$ cat config.mk
export PLATFORM = sky130hd
export DESIGN_NAME = shp_interp_x2
export DESIGN_NICKNAME = d
export VERILOG_FILES = /design/src/rtl/shp_pkg.sv /design/src/rtl/shp_sym_map.sv /design/src/rtl/shp_tap_history.sv /design/src/rtl/shp_phase_branch.sv /design/src/rtl/shp_interp_x2.sv
export SDC_FILE = /design/constraint.sdc
export NUM_CORES = 1
export LEC_CHECK = 0
export ABC_AREA = 0
export CORE_AREA = 2 2 265 267
export DETAILED_ROUTE_END_ITERATION = 10
export DIE_AREA = 0 0 267 269
export SLEW_MARGIN = 10
export SYNTH_ARGS = -nofsm -noshare
export SYNTH_HDL_FRONTEND = slang
export SYNTH_SLANG_ARGS = --single-unit
$ cat constraint.sdc
create_clock -name clk -period 8 [get_ports clk]
set_input_delay 0.8 -clock clk [delete_from_list [all_inputs] [get_ports clk]]
set_output_delay 0.8 -clock clk [all_outputs]
set_load 0.005 [all_outputs]
$ cat src/rtl/shp_pkg.sv
package shp_pkg;

    // Signal level carried through the history; ZERO marks "before stream start"
    typedef enum logic [1:0] {
        LVL_ZERO = 2'b00,
        LVL_POS  = 2'b01,
        LVL_NEG  = 2'b11
    } level_t;

    function automatic level_t bit_to_level(input logic b);
        return b ? LVL_NEG : LVL_POS;
    endfunction

    // Number of taps one polyphase branch uses
    function automatic int branch_len(input int ntaps, input int phase);
        return (ntaps - phase + 1) / 2;
    endfunction

endpackage

$ cat src/rtl/shp_sym_map.sv
module shp_sym_map
    import shp_pkg::*;
#(
    parameter int LANES = 5
) (
    input  logic [LANES-1:0]   bits_in,
    output level_t [LANES-1:0] lvl_out
);

    generate
        for (genvar k = 0; k < LANES; k++) begin : g_map
            assign lvl_out[k] = bit_to_level(bits_in[k]);
        end
    endgenerate

endmodule

$ cat src/rtl/shp_tap_history.sv
module shp_tap_history
    import shp_pkg::*;
#(
    parameter int LANES = 5,
    parameter int HIST  = 6
) (
    input  logic                    clk,
    input  logic                    rst,
    input  logic                    adv,
    input  level_t [LANES-1:0]      fresh,
    output level_t [HIST+LANES-1:0] window
);

    localparam int WLEN = HIST + LANES;

    level_t [HIST-1:0] hist_q;

    // window[0] is the oldest held symbol, window[WLEN-1] the newest input lane
    generate
        for (genvar i = 0; i < WLEN; i++) begin : g_win
            if (i < HIST) begin : g_old
                assign window[i] = hist_q[i];
            end else begin : g_new
                assign window[i] = fresh[i-HIST];
            end
        end
    endgenerate

    always_ff @(posedge clk) begin
        if (rst) begin
            for (int i = 0; i < HIST; i++) hist_q[i] <= LVL_ZERO;
        end else if (adv) begin
            for (int i = 0; i < HIST; i++) hist_q[i] <= window[i+LANES];
        end
    end

    AST_HIST_HOLD: assert property (@(posedge clk) disable iff (rst)
        !adv |=> $stable(hist_q)) else $error("history moved while idle");

endmodule

$ cat src/rtl/shp_phase_branch.sv
module shp_phase_branch
    import shp_pkg::*;
#(
    parameter int            CW    = 12,
    parameter int            NTAPS = 13,
    parameter int            PH    = 0,
    parameter int            NSYM  = 7,
    parameter int            OW    = 15,
    parameter logic [NTAPS*CW-1:0] COEFS = '0
) (
    input  level_t [NSYM-1:0]     syms,   // syms[j] = symbol j positions back
    output logic signed [OW-1:0]  sum_out
);

    logic signed [CW-1:0] craw;
    logic signed [OW-1:0] cext;
    logic signed [OW-1:0] acc;

    always_comb begin
        acc  = '0;
        craw = '0;
        cext = '0;
        for (int j = 0; j < NSYM; j++) begin
            craw = COEFS[(PH+2*j)*CW +: CW];
            cext = {{(OW-CW){craw[CW-1]}}, craw};
            unique case (syms[j])
                LVL_POS: acc = acc + cext;
                LVL_NEG: acc = acc - cext;
                default: acc = acc;
            endcase
        end
    end

    assign sum_out = acc;

endmodule

$ cat src/rtl/shp_interp_x2.sv
module shp_interp_x2
    import shp_pkg::*;
#(
    parameter int LANES = 5,
    parameter int CW    = 12,
    parameter int NTAPS = 13,
    parameter logic [NTAPS*CW-1:0] COEFS = {
        12'shFE1, 12'shFCC, 12'sh000, 12'sh0A0, 12'sh186, 12'sh258, 12'sh2BC,
        12'sh258, 12'sh186, 12'sh0A0, 12'sh000, 12'shFCC, 12'shFE1},
    localparam int NSYM0 = (NTAPS + 1) / 2,
    localparam int OW    = CW + $clog2(NSYM0),
    localparam int NOUT  = 2 * LANES
) (
    input  logic                 clk,
    input  logic                 rst,
    input  logic                 sym_valid,
    input  logic [LANES-1:0]     sym_in,
    output logic                 out_valid,
    output logic [NOUT*OW-1:0]   samp_out
);

    localparam int HIST = NSYM0 - 1;

    level_t [LANES-1:0]      lvl;
    level_t [HIST+LANES-1:0] window;
    logic signed [OW-1:0]    sums [NOUT];

    shp_sym_map #(.LANES(LANES)) u_map (
        .bits_in (sym_in),
        .lvl_out (lvl)
    );

    shp_tap_history #(.LANES(LANES), .HIST(HIST)) u_hist (
        .clk    (clk),
        .rst    (rst),
        .adv    (sym_valid),
        .fresh  (lvl),
        .window (window)
    );

    // One dedicated path per (lane, phase); no output interleaver
    generate
        for (genvar k = 0; k < LANES; k++) begin : g_lane
            for (genvar p = 0; p < 2; p++) begin : g_ph
                localparam int NS = branch_len(NTAPS, p);
                level_t [NS-1:0] taps_in;
                for (genvar j = 0; j < NS; j++) begin : g_sel
                    assign taps_in[j] = window[HIST+k-j];
                end
                shp_phase_branch #(
                    .CW(CW), .NTAPS(NTAPS), .PH(p), .NSYM(NS), .OW(OW), .COEFS(COEFS)
                ) u_br (
                    .syms    (taps_in),
                    .sum_out (sums[2*k+p])
                );
            end
        end
    endgenerate

    always_ff @(posedge clk) begin
        if (rst) begin
            out_valid <= 1'b0;
            samp_out  <= '0;
        end else begin
            out_valid <= sym_valid;
            if (sym_valid) begin
                for (int q = 0; q < NOUT; q++) samp_out[q*OW +: OW] <= sums[q];
            end
        end
    end

    AST_OUT_VALID_LAT: assert property (@(posedge clk) disable iff (rst)
        sym_valid |=> out_valid) else $error("missing out_valid");
    AST_IDLE_NO_VALID: assert property (@(posedge clk) disable iff (rst)
        !sym_valid |=> !out_valid) else $error("spurious out_valid");
    AST_OUT_HOLD: assert property (@(posedge clk) disable iff (rst)
        !sym_valid |=> $stable(samp_out)) else $error("samples moved while idle");
    AST_RESET_CLEAR: assert property (@(posedge clk) disable iff (rst)
        $past(rst) |-> (!out_valid && samp_out == '0)) else $error("not cleared");

endmodule

==> reports/metrics.yaml <==
status:
  status: "completed"
logic_synthesis:
  synthesis.instances: 2771
  syn_area_mm2: 0.0206
  postSynth.asyncResetShare_pct: 0
  ys_ff_latch: 145
  yosys_warnings: 0
  yosys-top-cells-area: "ha_1, dfxtp_1, xnor2_1"
  synth_ff_type: "dfxtp_1"
  seq_area_frac_synth_pct: 14.1
  synth.top_cell.area_share_pct: 19.5
  post_synth.cell_area_avg_um2: 7.43
  synth_edf_count: 0
  synth.distinct_cells: 75
  yosysTopAreaCell: "ha_1"
detailed_routing:
  vias: 19692
  via_per_inst: 5.19
  wire_per_inst_um: 16.4
  routed_wl_um: 62300
  dr.pass1.iters: 5
  drt-initial-drc-count: 1130
  remaining_drc_errors: 0
  postRouteAntennaNets: 0
place:
  io_buffers: 148
  gp_congestion: 0.861
  dpl.cell_count: 3762
  dpl.hpwl_um: 45700
pwr:
  power_density_mw_per_mm2: 196
  p_seq_share_pct: 18.7
  power_frac_comb_pct: 61.8
  switching_share_pct: 43.4
  internal_power_w: 0.00262
  p_leak_nw: 10.0
  power_switching_w: 0.00201
  ir_drop_v: 0.000165
  clkPwrFrac_pct: 19.5
timing:
  worstMarginPinSlew_ps: 973
  setup_viol: 0
  final.setup_skew_ps: 18.0
  final.setup.tns_ps: 0
  min_period_ps: 6910
  drv_slew: 0
  relSlewSlack_pct: 35.1
  max_freq_mhz: 145
  rsz0062_at_grt: "no"
  timing.final.crit_share_pct: 86.3
  finalHoldViolCount: 0
worst_setup_path:
  critPathMaxStageDelay_ps: 550
  crit_type: "input pin to flop"
  crit_fanout: 34
  crit_top_cell: "ha_1"
  worstSetupEndpointType: "flop"
  critPathRequiredTime_ps: 8440
  crit_slowest_cell: "clkdlybuf4s50_1"
  crit_path_start_kind: "input pin"
  crit_arrival_ps: 7350
final_layout:
  stdcell_count: 3793
  drive_gt1_share_pct: 4.91
  n_fill_cell: 7358
  seq_area_mm2: 0.00291
  multi_input_area_mm2: 0.0167
  final_common_cell: "ha_1"
  layout.cells.most_common_list: "ha_1, nor2_1, a21oi_1"
  num_antenna_cells: 0
  final_nets: 3185
  syn_to_final_growth_pct: 14.7
cts:
  cts_made_buffers: 17
  cts_buffer_depth: 2
  path_clk_slew_ps: 80
  postCtsSetupRepairBufs: 0
  cts.repair.resized: 0
  clkSinkCount: 145
  cts_root_buf: "clkbuf_16"
  ctsHoldBuffers: 0
  cts_tree: "done"
  h-tree-depth: 4
  clk_latency_ps: 490
global_routing:
  first_global_vias: 18090
  grt_pass1_wl_um: 98700
  gr-usage-all-layers_pct: 17.2
  grt_antenna_before_repair: 0
  gr-total-overflow: 0
  grt_max_degree: 77
die:
  dieArea_mm2: 0.0718
  row_count: 97
  core-area_mm2: 0.0693
  fp.dieH_um: 269
  initial_core_util_pct: 29.7
  io_pins: 159
  die_x_um: 267
hold_path:
  min_path_type: "flop to flop"
job:
  drv_cap: 0
cell type report:
class | instances | area share, %
Multi-Input combinational cell | 2383 | 70.8
Sequential cell | 145 | 12.3
Timing Repair Buffer | 192 | 7.65
Tap cell | 940 | 4.98
Clock buffer | 21 | 2.04
Inverter | 102 | 1.62
Clock inverter | 10 | 0.631
registers in the layout, summed over array words and instances, names as in the netlist:
signal / cells
samp_out: 136
out_valid: 1
u_hist.window: 8
power groups by stage:
stage	sequential [W]	clock, W	combinational (W)
2_1_floorplan	0.000871	0	0.00216
3_3_place_gp	0.000885	0	0.00284
3_5_place_dp	0.000885	0	0.00285
4_1_cts	0.000870	0.000930	0.00287
5_1_grt	0.000879	0.000952	0.00321
6_report	0.000868	0.000902	0.00286
metrics by stage:
stage	instance area (um2)	total power, W	util (%)	hold slack [ps]	worst slack [ps]
2_1_floorplan	20600	0.00303	-	458	1070
3_3_place_gp	23000	0.00372	33.2	458	813
3_5_place_dp	23000	0.00373	33.2	460	672
4_1_cts	23600	0.00467	34.1	469	1190
5_1_grt	23600	0.00504	34.1	483	546
6_report	23600	0.00463	34.1	463	1090
per-layer routing:
metal,track usage (%),share of wire (%),vias to the layer above
li1,-,-,10088
met1,22.6,48,9173
met2,29.3,47,367
met3,2.42,3.7,64
met4,4.77,1.7,0
met5,0,0,-
critical path: cells and delay by family:
| family | cells | cell delay, ps |
|---|---|---|
| adders and majority gates | 5 | 1590 |
| AOI/OAI and AO/OA | 12 | 2310 |
| and+or+nand+nor | 4 | 440 |
| xor gates and xnor gates | 4 | 970 |
| buffers and inverters | 4 | 1200 |
synth_stat cells, drive strengths merged (16+ instances only):
library cell    n
a211oi         65
a21boi         20
a21o           94
a21oi         272
a311oi         18
a31oi          33
and3           16
buf            45
clkbuf        105
dfxtp         145
fa             16
ha            320
inv            99
mux2i          31
nand2         162
nand2b         47
nand3          41
nor2          311
nor2b          41
nor3          125
o21a           39
o21ai         185
o21bai         17
or2            33
or3            20
xnor2         191
xor2           81
kinds of logic (layout without fill, tap and decap cells):
kind of cell,Yosys count,count (layout),synth area share (%)
mux,34,34,1.67
flops,145,145,14.1
simple gates,853,853,19.4
other cells,1,10,0.0182
compound gates,875,875,27.1
buf+inv,252,325,4.91
xor+xnor,274,274,11.8
fa+ha+maj,337,337,21.1
worst paths after layout:
path	start	to	slack [ps]	cells after the start
worst max-delay path	sym_in[1]	samp_out[59]	1090	29
worst min-delay path	samp_out[108]	samp_out[108]	460	2
worst max register to register	u_hist.window[10]	samp_out[29]	1780	26
worst min register to register	samp_out[108]	samp_out[108]	460	2
Power figures use the tool's default switching activity.
